**src/rtl/dst_pkg.sv**
```systemverilog
package dst_pkg;
  typedef enum logic [1:0] {
    STEP_NONE = 2'd0,
    STEP_ONE  = 2'd1,
    STEP_TWO  = 2'd2
  } step_e;

  function automatic step_e pick_step(input logic trim_hit, input logic up);
    if (!trim_hit) return STEP_ONE;
    return up ? STEP_TWO : STEP_NONE;
  endfunction
endpackage

```
**src/rtl/dst_cfg.sv**
```systemverilog
module dst_cfg #(
  parameter int W          = 16,
  parameter int PERIOD_MAX = 32768
) (
  input  logic         clk,
  input  logic         rst,
  input  logic         period_wr,
  input  logic [W-1:0] period_wdata,
  input  logic         base_wr,
  input  logic [W-1:0] base_wdata,
  input  logic         adopt,
  output logic [W-1:0] active_period,
  output logic [W-1:0] base_val
);
  localparam logic [W-1:0] CAP = W'(PERIOD_MAX);

  logic [W-1:0] pend_period;

  always_ff @(posedge clk) begin
    if (rst) begin
      pend_period   <= '0;
      active_period <= '0;
      base_val      <= '0;
    end else begin
      if (period_wr)
        pend_period <= (period_wdata > CAP) ? CAP : period_wdata;
      if (base_wr)
        base_val <= base_wdata;
      if (adopt)
        active_period <= pend_period;
    end
  end

  p_period_cap_r6: assert property (@(posedge clk) disable iff (rst)
    active_period <= CAP);
  p_adopt_only_r10: assert property (@(posedge clk) disable iff (rst)
    !adopt |=> $stable(active_period));
endmodule

```
**src/rtl/dst_phase.sv**
```systemverilog
module dst_phase #(
  parameter int W = 16
) (
  input  logic         clk,
  input  logic         rst,
  input  logic         tick_en,
  input  logic         restart,
  input  logic [W-1:0] active_period,
  output logic         trim_hit,
  output logic         adopt
);
  logic [W-1:0] phase;
  logic         enabled;

  assign enabled  = (active_period != '0);
  assign trim_hit = tick_en && enabled && (phase == active_period - 1'b1);
  assign adopt    = restart || trim_hit || !enabled;

  always_ff @(posedge clk) begin
    if (rst)
      phase <= '0;
    else if (restart)
      phase <= '0;
    else if (tick_en && enabled)
      phase <= trim_hit ? '0 : phase + 1'b1;
  end

  p_phase_bound_r4: assert property (@(posedge clk) disable iff (rst)
    enabled |-> phase < active_period);
  p_restart_phase_r7: assert property (@(posedge clk) disable iff (rst)
    restart |=> phase == '0);
endmodule

```
**src/rtl/dst_count.sv**
```systemverilog
module dst_count #(
  parameter int W = 16
) (
  input  logic         clk,
  input  logic         rst,
  input  logic         tick_en,
  input  logic         clear,
  input  logic         trim_hit,
  input  logic         trim_up,
  input  logic [W-1:0] base_val,
  output logic [W-1:0] count,
  output logic         ovf,
  output logic         restart
);
  import dst_pkg::*;

  step_e      step;
  logic [W:0] sum;
  logic       wrap;

  assign step    = pick_step(trim_hit, trim_up);
  assign sum     = {1'b0, count} + {{(W-1){1'b0}}, 2'(step)};
  assign wrap    = tick_en && sum[W];
  assign restart = clear || wrap;

  always_ff @(posedge clk) begin
    if (rst) begin
      count <= '0;
      ovf   <= 1'b0;
    end else begin
      ovf <= 1'b0;
      if (clear)
        count <= base_val;
      else if (tick_en) begin
        if (wrap) begin
          count <= base_val;
          ovf   <= 1'b1;
        end else
          count <= sum[W-1:0];
      end
    end
  end

  p_hold_r2: assert property (@(posedge clk) disable iff (rst)
    (!tick_en && !clear) |=> $stable(count));
  p_clear_load_r7: assert property (@(posedge clk) disable iff (rst)
    clear |=> count == $past(base_val));
  p_ovf_cause_r9: assert property (@(posedge clk) disable iff (rst)
    ovf |-> ($past(tick_en) && !$past(clear)));
  p_plain_step_r3: assert property (@(posedge clk) disable iff (rst)
    (tick_en && !clear && !trim_hit && !wrap) |=> count == $past(count) + 1'b1);
endmodule

```
**src/rtl/drift_stamp_timer.sv**
```systemverilog
module drift_stamp_timer #(
  parameter int W          = 16,
  parameter int PERIOD_MAX = 32768
) (
  input  logic         clk,
  input  logic         rst,
  input  logic         tick_en,
  input  logic         trim_up,
  input  logic         period_wr,
  input  logic [W-1:0] period_wdata,
  input  logic         base_wr,
  input  logic [W-1:0] base_wdata,
  input  logic         cmp_clear,
  input  logic         id_clear,
  output logic [W-1:0] count,
  output logic         ovf
);
  logic [W-1:0] active_period;
  logic [W-1:0] base_val;
  logic         trim_hit;
  logic         adopt;
  logic         restart;
  logic         clear;

  assign clear = cmp_clear || id_clear;

  dst_cfg #(.W(W), .PERIOD_MAX(PERIOD_MAX)) u_cfg (
    .clk(clk), .rst(rst),
    .period_wr(period_wr), .period_wdata(period_wdata),
    .base_wr(base_wr), .base_wdata(base_wdata),
    .adopt(adopt),
    .active_period(active_period), .base_val(base_val)
  );

  dst_phase #(.W(W)) u_phase (
    .clk(clk), .rst(rst), .tick_en(tick_en), .restart(restart),
    .active_period(active_period), .trim_hit(trim_hit), .adopt(adopt)
  );

  dst_count #(.W(W)) u_count (
    .clk(clk), .rst(rst), .tick_en(tick_en), .clear(clear),
    .trim_hit(trim_hit), .trim_up(trim_up), .base_val(base_val),
    .count(count), .ovf(ovf), .restart(restart)
  );

  p_reset_state_r1: assert property (@(posedge clk)
    rst |=> (count == '0 && !ovf));
endmodule

```
**config.mk**
```make
export PLATFORM = sky130hd
export DESIGN_NAME = drift_stamp_timer
export DESIGN_NICKNAME = d
export VERILOG_FILES = /design/src/rtl/dst_pkg.sv /design/src/rtl/dst_cfg.sv /design/src/rtl/dst_phase.sv /design/src/rtl/dst_count.sv /design/src/rtl/drift_stamp_timer.sv
export SDC_FILE = /design/constraint.sdc
export NUM_CORES = 1
export LEC_CHECK = 0
export BUFFER_PORTS_ARGS = -buffer_cell sky130_fd_sc_hd__buf_2
export CAP_MARGIN = 20
export CORE_AREA = 2 2 92 94
export CTS_CLUSTER_DIAMETER = 80
export DETAILED_ROUTE_END_ITERATION = 12
export DIE_AREA = 0 0 94 96
export PLACE_DENSITY_LB_ADDON = 0.08
export SLEW_MARGIN = 20
export SYNTH_ARGS = -nofsm -noshare
export SYNTH_HDL_FRONTEND = slang
export SYNTH_SLANG_ARGS = --single-unit
export TNS_END_PERCENT = 30
```
**constraint.sdc**
```tcl
create_clock -name clk -period 5.9 [get_ports clk]
set_input_delay 1.18 -clock clk [delete_from_list [all_inputs] [get_ports clk]]
set_output_delay 1.18 -clock clk [all_outputs]
set_load 0.03 [all_outputs]
```
; ---- Word-level counts from Yosys, hierarchy flattened
; Cells that the tools add are included.
[word_totals]
reg_bits = 81
output_inout_bits = 17
word_cells = 32
[classes]
addsub = 3
n_lt_le_gt_ge = 1
n_eq_ne = 1
muxes = 8
bitwise_logic = 1
n_reduce_logical = 12
[op_table]
columns = operator, count
row1 = $mux 16, 5
row2 = $add 16x2->17, 1
row3 = $add 16x1->16 const B, 1
row4 = $eq 16x16->1, 1
row5 = $gt 16x16->1 const B, 1
row6 = $reduce_bool 16->1, 1
row7 = $sub 16x1->16 const B, 1
row8 = $logic_or 1x1->1, 4
row9 = $mux 2, 2
row10 = $logic_and 1x1->1, 3
row11 = $reduce_or 3->1, 1
row12 = $reduce_bool 2->1, 1
row13 = $reduce_or 2->1, 1
row14 = $logic_not 1->1, 1
row15 = $mux 1, 1
row16 = $not 1->1, 1

; ---- Longest topological paths before layout
; Gate-level depths: netlist (run 1).
[logic_depth]
word_depth = 9
ltp_mapped = 22
mapped_depth_nobuf = 19

; ---- Modules after synthesis
; Synthesis (run 1) repeated with hierarchy kept, for this count alone.
[unflattened]
cells_unflattened = 456
hier_area_um2 = 4171.5
[modules_own_cells]
columns = mod, instances, cells_per_inst, area_each_um2, seq_area_each_um2
row1 = dst_cfg, 1, 150, 1716.6, 960.9
row2 = dst_phase, 1, 179, 1396.3, 320.3
row3 = dst_count, 1, 126, 1052.3, 340.3
row4 = drift_stamp_timer, 1, 1, 6.3, 0.0

; ---- Worst setup path before layout (run 1)
; No wires, ideal clock.
[synth_path]
path_type = input -> register
from = input port tick_en
to = register u_count.count[8]
setup_time_ns = 0.065
arrival_ns = 4.724
t_required_ns = 5.835
setup_slack_ns = 1.111
cell_stages = 14
path_buffers = 2
path_cell_list = o21ai_0 -> nor4b_1 -> nand3_1 -> nor4bb_1 -> nand2_1 -> fa_1 -> nand3b_1 -> nor4_1 -> a41o_1 -> clkbuf_1 -> buf_1 -> a21oi_1 -> o22a_1 -> nor2_1
[synth_via]
elab_chain_cells = 8
[synth_rtl]
columns = element, line
row1 = "start, declared", drift_stamp_timer.sv:7  ; input logic tick_en,
row2 = $logic_and 1x1->1 (2 in series), dst_phase.sv:16  ; assign trim_hit = tick_en && enabled && (phase == active_period - 1'b1);
row3 = $mux 2, dst_pkg.sv:10  ; return up ? STEP_TWO : STEP_NONE;
row4 = $add 16x2->17, dst_count.sv:22  ; assign sum = {1'b0, count} + {{(W-1){1'b0}}, 2'(step)};
row5 = $logic_and 1x1->1, dst_count.sv:23  ; assign wrap = tick_en && sum[W];
row6 = $mux 16, dst_count.sv:35  ; if (wrap) begin
row7 = $mux 16, dst_count.sv:34  ; else if (tick_en) begin
row8 = $mux 16, dst_count.sv:32  ; if (clear)
row9 = "end signal, assigned", dst_count.sv:33  ; count <= base_val;
row10 = "end signal, assigned", dst_count.sv:36  ; count <= base_val;
row11 = "end signal, assigned", dst_count.sv:39  ; count <= sum[W-1:0];
row12 = "end, declared", dst_count.sv:11  ; output logic [W-1:0] count,
; Several ways; a longest one is shown, not always the timed one. The select of a mux whose other input is x is not followed.
; A chain may end at the register's enable or synchronous reset.

; ---- Worst setup path after layout (run 1)
[layout_path]
from = register u_cfg.active_period[2]
to = register u_count.count[10]
[layout_via]
elab_chain_cells = 9
[layout_rtl]
columns = element, line
row1 = "start, declared", dst_cfg.sv:12  ; output logic [W-1:0] active_period,
row2 = "start signal, assigned", dst_cfg.sv:30  ; active_period <= pend_period;
row3 = $sub 16x1->16 or $reduce_bool 16->1 (tied branches), "dst_phase.sv:16, dst_phase.sv:15"
row4 = $eq 16x16->1 or $logic_and 1x1->1 (tied branches), dst_phase.sv:16
row5 = $logic_and 1x1->1 *, dst_phase.sv:16
row6 = $mux 2 *, dst_pkg.sv:10
row7 = $add 16x2->17 *, dst_count.sv:22
row8 = $logic_and 1x1->1, dst_count.sv:23
row9 = $mux 16 *, dst_count.sv:35
row10 = $mux 16 *, dst_count.sv:34
row11 = $mux 16 *, dst_count.sv:32
; Every way passes the cells marked *; elsewhere a longest branch is shown, timed or not. The select of a mux whose other input is x is not followed.

==> results.md, run 1 <==
- Outcome: completed
- Worst rel slew slack: 0.422
- Number of global-route vias before repair: 3623
- Startpoint kind of the worst setup timing path: register
- Max-capacitance violation count: 0
- Global-route total usage across every layer: 0.238
- TritonCTS clock tree: done
- Netlist cell types: 59
- Via count normalized by instance count: 5.63
- Via count of the routed design: 3723
- Arrival time of data at the critical path endpoint: 5170 ps
- H-tree Lvls: 3
- Critical path class: register to register
- CTS buffer count: 9
- Share of the core filled with cells: 0.597
- Signed area change from the synthesized netlist to the final layout: 12.3%
- Data required, critical path: 6130 ps
- # nets final: 598
- Routed wire length: 10.1 mm
- Core Area: 8050 um^2
- Transition at the pin with the smallest max-transition slack: 864 ps
- Longest Clk Path Bufs: 2
- Hold bufs inserted after CTS: 0
- # DRC: 0
- Cell area after synthesis: 4280 um^2
- HPWL after detailed placement: 7.10 mm
- Synth Flop Type: dfxtp_1
- Remaining global-route overflow: 0
- Clk root buf: clkbuf_8
- Number of nets with antenna violations after detailed routing: 0
- Seq/Total Area, Yosys: 0.379
- Number of setup buffers added after CTS: 0
- Final setup violating endpoints: 0
- Final number of hold-violating endpoints: 0
- Die ar.: 9020 um^2
- Slew Limit Fails: 0
- Crit path capture type: register
- Die span in y: 96 um
- Leakage: 1.89 nW
- Maximum frequency from static timing analysis: 202 MHz
- Clock Skew: 9.10 ps
- First-pass GRT wire length: 17.1 mm
- Number of iterations in the first detailed-routing pass: 4
- Commonest non-fill, non-tap cell in the layout: dfxtp_1
- Chip Width: 94 um
- Final critical-path share of the clock period: 0.838
- Number of antenna violations at the first check in global routing: 0
- Number of register bits inferred by synthesis: 81
- Routed WL per cell: 15.3 um
- # rows: 33
- Post-Syn Nets: 555
- EDFF count, synth: 0
- Peak supply drop: 140 uV
- Post-synth ARST share: 0
- Number of warning messages in the yosys log: 0
- Commonest cells after routing, fill and taps aside: 81 x dfxtp_1, 72 x nor2_1, 56 x buf_2, 43 x a21oi_1, 34 x nand2_1
- Total negative slack: 0 ps
- Number of inserted diodes: 0
- Worst min-delay path category: register to register
- Quantity of I/O buffers inserted on ports: 56
- Number of instances resized during post-cts repair: 0
- Maximum number of pins on one net before global-route repair: 59
- Final Wtd Congestion: 0.905
- Number of placed I/O pins: 57
- Syn Area/Cell: 8.41 um^2
- Latest clock arrival within the worst-skew pair: 360 ps
- Clock slew seen by the registers of the worst setup and hold paths: 90 ps
- CP max FO: 20
- Share of final-layout standard cells stronger than drive strength 1: 0.185
- Final critical delay including setup and external delays: 4940 ps
- RSZ-0062 raised after global routing: false
- Initial cell density of the core: 0.532
- Power per Cell Area: 246 nW/um^2
- Initial detailed-routing violation count: 135
- Synthesized instance count: 509
- Clock Sink Count: 81
-- cell families (layout without fill, tap and decap cells) --
family | Yosys count | count (layout) | share of synthesized area
xor+xnor | 37 | 37 | 0.0757
simple gates | 223 | 223 | 0.276
compound gates | 101 | 101 | 0.163
buf+inv | 41 | 88 | 0.0400
fa+ha+maj | 6 | 6 | 0.0193
flops | 81 | 81 | 0.379
mux | 20 | 20 | 0.0473
-- cell usage after synthesis (all sizes together), types with 6 or more instances --
library cell  instances  area share
mux2i                18       0.042
clkbuf               23       0.020
nor2b                19       0.028
a21oi                44       0.054
o21ai                13       0.015
nand3                10       0.012
a22o                 15       0.035
and3                  6      0.0088
nand4                 9       0.013
nor2                 72       0.063
inv                  11      0.0096
dfxtp                81        0.38
nand2                34       0.030
xor2                 13       0.027
or3                   6      0.0099
nor4                 10       0.018
buf                   7       0.010
nor3                 14       0.016
xnor2                24       0.049
nand2b                6      0.0088
nand3b                8       0.014
-- path summary, 6_finish.rpt --
kind,startpoint,end,slack (ps),depth (start not counted)
worst min register to register,u_cfg.pend_period[3]$_SDFFE_PP0P_,u_cfg.active_period[3]$_SDFFE_PP0P_,480,1
worst max-delay path,u_cfg.active_period[2]$_SDFFE_PP0P_,u_count.count[10]$_SDFFE_PP0P_,960,17
worst max register to register,u_cfg.active_period[2]$_SDFFE_PP0P_,u_count.count[10]$_SDFFE_PP0P_,960,17
worst min-delay path,u_cfg.pend_period[3]$_SDFFE_PP0P_,u_cfg.active_period[3]$_SDFFE_PP0P_,480,1
-- report_power, final --
group | total (mW) | switching [mW] | internal (mW)
sequential | 0.586 | 0.0195 | 0.566
clock | 0.425 | 0.216 | 0.209
combinational | 0.173 | 0.102 | 0.0708
-- sequential cells by signal, summed over array words and instances (netlist names) --
register / cells
u_cfg.base_val: 16
u_count.ovf: 1
u_cfg.pend_period: 16
u_cfg.active_period: 16
u_phase.phase: 16
u_count.count: 16
-- metal layers --
layer,track usage,up-vias,routed length [um]
li1,-,1883,-
met1,0.304,1761,4680
met2,0.406,71,4980
met3,0.0446,8,335
met4,0.0797,0,110
met5,0,-,0
-- layout make-up --
| cell class | count | area, um^2 |
|---|---|---|
| Fill cell | 729 | 3240 |
| Multi-Input combinational cell | 387 | 2490 |
| Sequential cell | 81 | 1620 |
| Timing Repair Buffer | 62 | 325 |
| Clock buffer | 10 | 138 |
| Tap cell | 105 | 131 |
| Clock inverter | 5 | 63.8 |
| Inverter | 11 | 41.3 |
-- through the flow --
| stage | area [um^2] | std cells | worst slack [ps] | total power, mW | hold slack [ps] |
|---|---|---|---|---|---|
| after floorplan | 4280 | 509 | 1110 | 0.719 | 445 |
| after global placement | 4610 | 646 | 909 | 0.766 | 459 |
| after detailed placement | 4610 | 646 | 719 | 0.768 | 464 |
| after CTS | 4810 | 661 | 929 | 1.19 | 479 |
| after global routing | 4810 | 661 | 453 | 1.24 | 489 |
| final | 4810 | 661 | 957 | 1.18 | 480 |
-- worst max-delay path, cell delays in order (launching register included) --
cell	delay, ps
dfxtp_1	420
or4_1	610
or3_4	430
a21oi_1	130
a31oi_1	60
nor3_1	200
nor4bb_1	540
nand2_1	160
fa_1	450
nand3b_1	240
nor4_1	300
buf_4	200
a41o_1	370
buf_4	290
nor4_1	70
a21oi_1	130
a2bb2oi_1	160
nor2_1	50
No activity file was read; power rests on OpenSTA's default activity.
==> run 2, diff against run 1 <==
- ABC_AREA: default -> 1
- CORE_AREA: 2 2 92 94 -> 2 2 95 97
- DIE_AREA: 0 0 94 96 -> 0 0 97 99
- clock period: 5.9 -> 4.8 ns (I/O delays scaled with it)
==> results.md, run 2 <==
- Power per Cell Area: 310 nW/um^2
- Global-route total usage across every layer: 0.240
- Longest Clk Path Bufs: 2
- Die ar.: 9600 um^2
- Peak supply drop: 137 uV
- Number of inserted filler cells in the final layout: 840
- Max-capacitance violation count: 0
- HPWL after detailed placement: 8.43 mm
- Clock Skew: 17.2 ps
- Commonest non-fill, non-tap cell in the layout: nand2_1
- Signed area change from the synthesized netlist to the final layout: 11.6%
- Leakage: 2.41 nW
- Commonest cells after routing, fill and taps aside: 155 x nand2_1, 109 x nor2_1, 81 x dfxtp_1, 77 x inv_1
- Final number of hold-violating endpoints: 0
- Maximum number of pins on one net before global-route repair: 39
- Synth top area share: 0.350
- Post-synth ARST share: 0
- Endpoint of the worst hold-timing path: u_cfg.base_val[11]$_SDFFE_PP0P_
- Final Wtd Congestion: 0.923
- Core Area: 8550 um^2
- Initial cell density of the core: 0.542
- Number of warning messages in the yosys log: 0
- Share of final-layout standard cells stronger than drive strength 1: 0.150
- Number of inserted diodes: 0
- Hold path depth: 2
- RSZ-0062 raised after global routing: false
- Maximum frequency from static timing analysis: 251 MHz
- Post-Syn Nets: 754
- TritonCTS clock tree: done
- CP max FO: 10
- Routed wire length: 11.3 mm
- Hold bufs inserted after CTS: 0
- First-pass GRT wire length: 19.1 mm
- Clock slew seen by the registers of the worst setup and hold paths: 100 ps
- Synthesized instance count: 708
- # rows: 34
- H-tree Lvls: 3
- Transition at the pin with the smallest max-transition slack: 710 ps
- Total negative slack: 0 ps
- Via count of the routed design: 4545
- Share of the core filled with cells: 0.605
- # DRC: 0
- Worst min-delay path category: register to register
- Number of antenna violations at the first check in global routing: 0
- Number of iterations in the first detailed-routing pass: 7
- Outcome: completed
- Number of nets with antenna violations after detailed routing: 0
- Remaining global-route overflow: 0
- Number of setup buffers added after CTS: 0
- Seq/Total Area, Yosys: 0.350
- Most frequently used cell type in the post-synthesis netlist: nand2_1
- Chip Width: 97 um
- Netlist cell types: 38
- Final critical delay including setup and external delays: 3980 ps
- Number of register bits inferred by synthesis: 81
- Synth Flop Type: dfxtp_1
- Hold path startpoint: u_cfg.base_val[11]$_SDFFE_PP0P_
- Final critical-path share of the clock period: 0.830
- Startpoint kind of the worst setup timing path: register
- Combined area of the multi-input logic cells: 2590 um^2
- Latest clock arrival within the worst-skew pair: 360 ps
- Die span in y: 99 um
- Initial detailed-routing violation count: 287
- Quantity of I/O buffers inserted on ports: 56
- Worst r2r path cells: 22
- Launch point of the worst reg-to-reg path: u_cfg.active_period[0]$_SDFFE_PP0P_
- Number of global-route vias before repair: 4094
- Slew Limit Fails: 0
- Via count normalized by instance count: 5.24
- Critical path class: register to register
- EDFF count, synth: 0
- Reg2reg setup slack: 820 ps
- Crit path capture type: register
- Area occupied by registers: 1620 um^2
- # nets final: 801
- Final setup violating endpoints: 0
- Data required, critical path: 5020 ps
- Synth area leaders: dfxtp_1 35%, nand2_1 13%, nor2_1 8.8%
- Largest area contributor in the netlist: dfxtp_1
- Reg2Reg Capture Point: u_phase.phase[10]$_SDFFE_PP0P_
- Arrival time of data at the critical path endpoint: 4210 ps
- Clock Sink Count: 81
- Cell area after synthesis: 4640 um^2
- Number of placed I/O pins: 57
- Leading cell types by count after synthesis: 155 x nand2_1, 109 x nor2_1, 81 x dfxtp_1
- Number of instances resized during post-cts repair: 0
- Routed WL per cell: 13.0 um
- Worst rel slew slack: 0.526
- Syn Area/Cell: 6.55 um^2
- CTS buffer count: 9
- Clk root buf: clkbuf_8
-- run 2: stage by stage --
step                      hold WS [ps]  area (um^2)  std cells  worst slack [ps]  power (mW)
after floorplan                    434         4640        708              1270        1.01
after global placement             446         4970        852              1090        1.09
after detailed placement           456         4970        852               861        1.10
after CTS                          471         5170        868               823        1.61
after global routing               502         5170        868               372        1.70
final                              472         5170        868               816        1.60
-- run 2: where the power goes --
| group | switching, mW | total, mW | internal, mW |
|---|---|---|---|
| logic | 0.217 | 0.338 | 0.121 |
| registers | 0.0369 | 0.747 | 0.710 |
| clock network | 0.274 | 0.520 | 0.246 |
-- run 2: metal layers --
metal  track usage  part of all wire  wire length, um  vias up
met5             0                 0                0        -
met3        0.0447             0.061              694       15
li1              -                 -                -     2361
met1         0.354              0.49             5590     2020
met4        0.0737             0.016              177        0
met2         0.355              0.43             4840      149
-- run 2: how the worst max path moves through the flow --
stage                                         from                              endpoint  slack, ps  cells after the start
2_1_floorplan  u_cfg.active_period[0]$_SDFFE_PP0P_  u_cfg.active_period[11]$_SDFFE_PP0P_       1270                     25
3_3_place_gp   u_cfg.active_period[0]$_SDFFE_PP0P_        u_phase.phase[10]$_SDFFE_PP0P_       1090                     22
3_5_place_dp   u_cfg.active_period[0]$_SDFFE_PP0P_        u_phase.phase[10]$_SDFFE_PP0P_        860                     22
4_1_cts        u_cfg.active_period[0]$_SDFFE_PP0P_        u_phase.phase[10]$_SDFFE_PP0P_        820                     22
5_1_grt        u_cfg.active_period[0]$_SDFFE_PP0P_        u_phase.phase[10]$_SDFFE_PP0P_        370                     22
6_report       u_cfg.active_period[0]$_SDFFE_PP0P_        u_phase.phase[10]$_SDFFE_PP0P_        820                     22
-- run 2: area by class of cell --
type                            count  share of cell area
Clock buffer                        9              0.0239
Sequential cell                    81               0.313
Timing Repair Buffer               61              0.0614
Inverter                           83              0.0602
Clock inverter                      7              0.0147
Tap cell                          108              0.0261
Multi-Input combinational cell    519               0.500
-- run 2: kinds of logic after synthesis --
logic type	after synthesis	share of synthesized area
and+or+nand+nor	358	0.338
AOI/OAI and AO/OA	129	0.152
buffers and inverters	108	0.0926
DFF	81	0.350
xor gates and xnor gates	25	0.0472
adders and majority gates	6	0.0178
muxes	1	0.00216
-- run 2: critical path: stages, from the launching register on --
cell and delay, ps:
dfxtp_1 330, inv_1 200, ha_1 350, inv_2 110
nand2_1 90, a21oi_1 70, nor2_1 100, nand2_1 50
nor2_1 90, nand3_1 90, nor2_1 170, nand3_1 150
fa_1 470, nor2_1 170, nand3_1 180, nor2_2 180
nand4_1 140, nand2_1 240, inv_2 140, nand2_1 110
inv_1 160, nand2_2 190, nor3_1 60
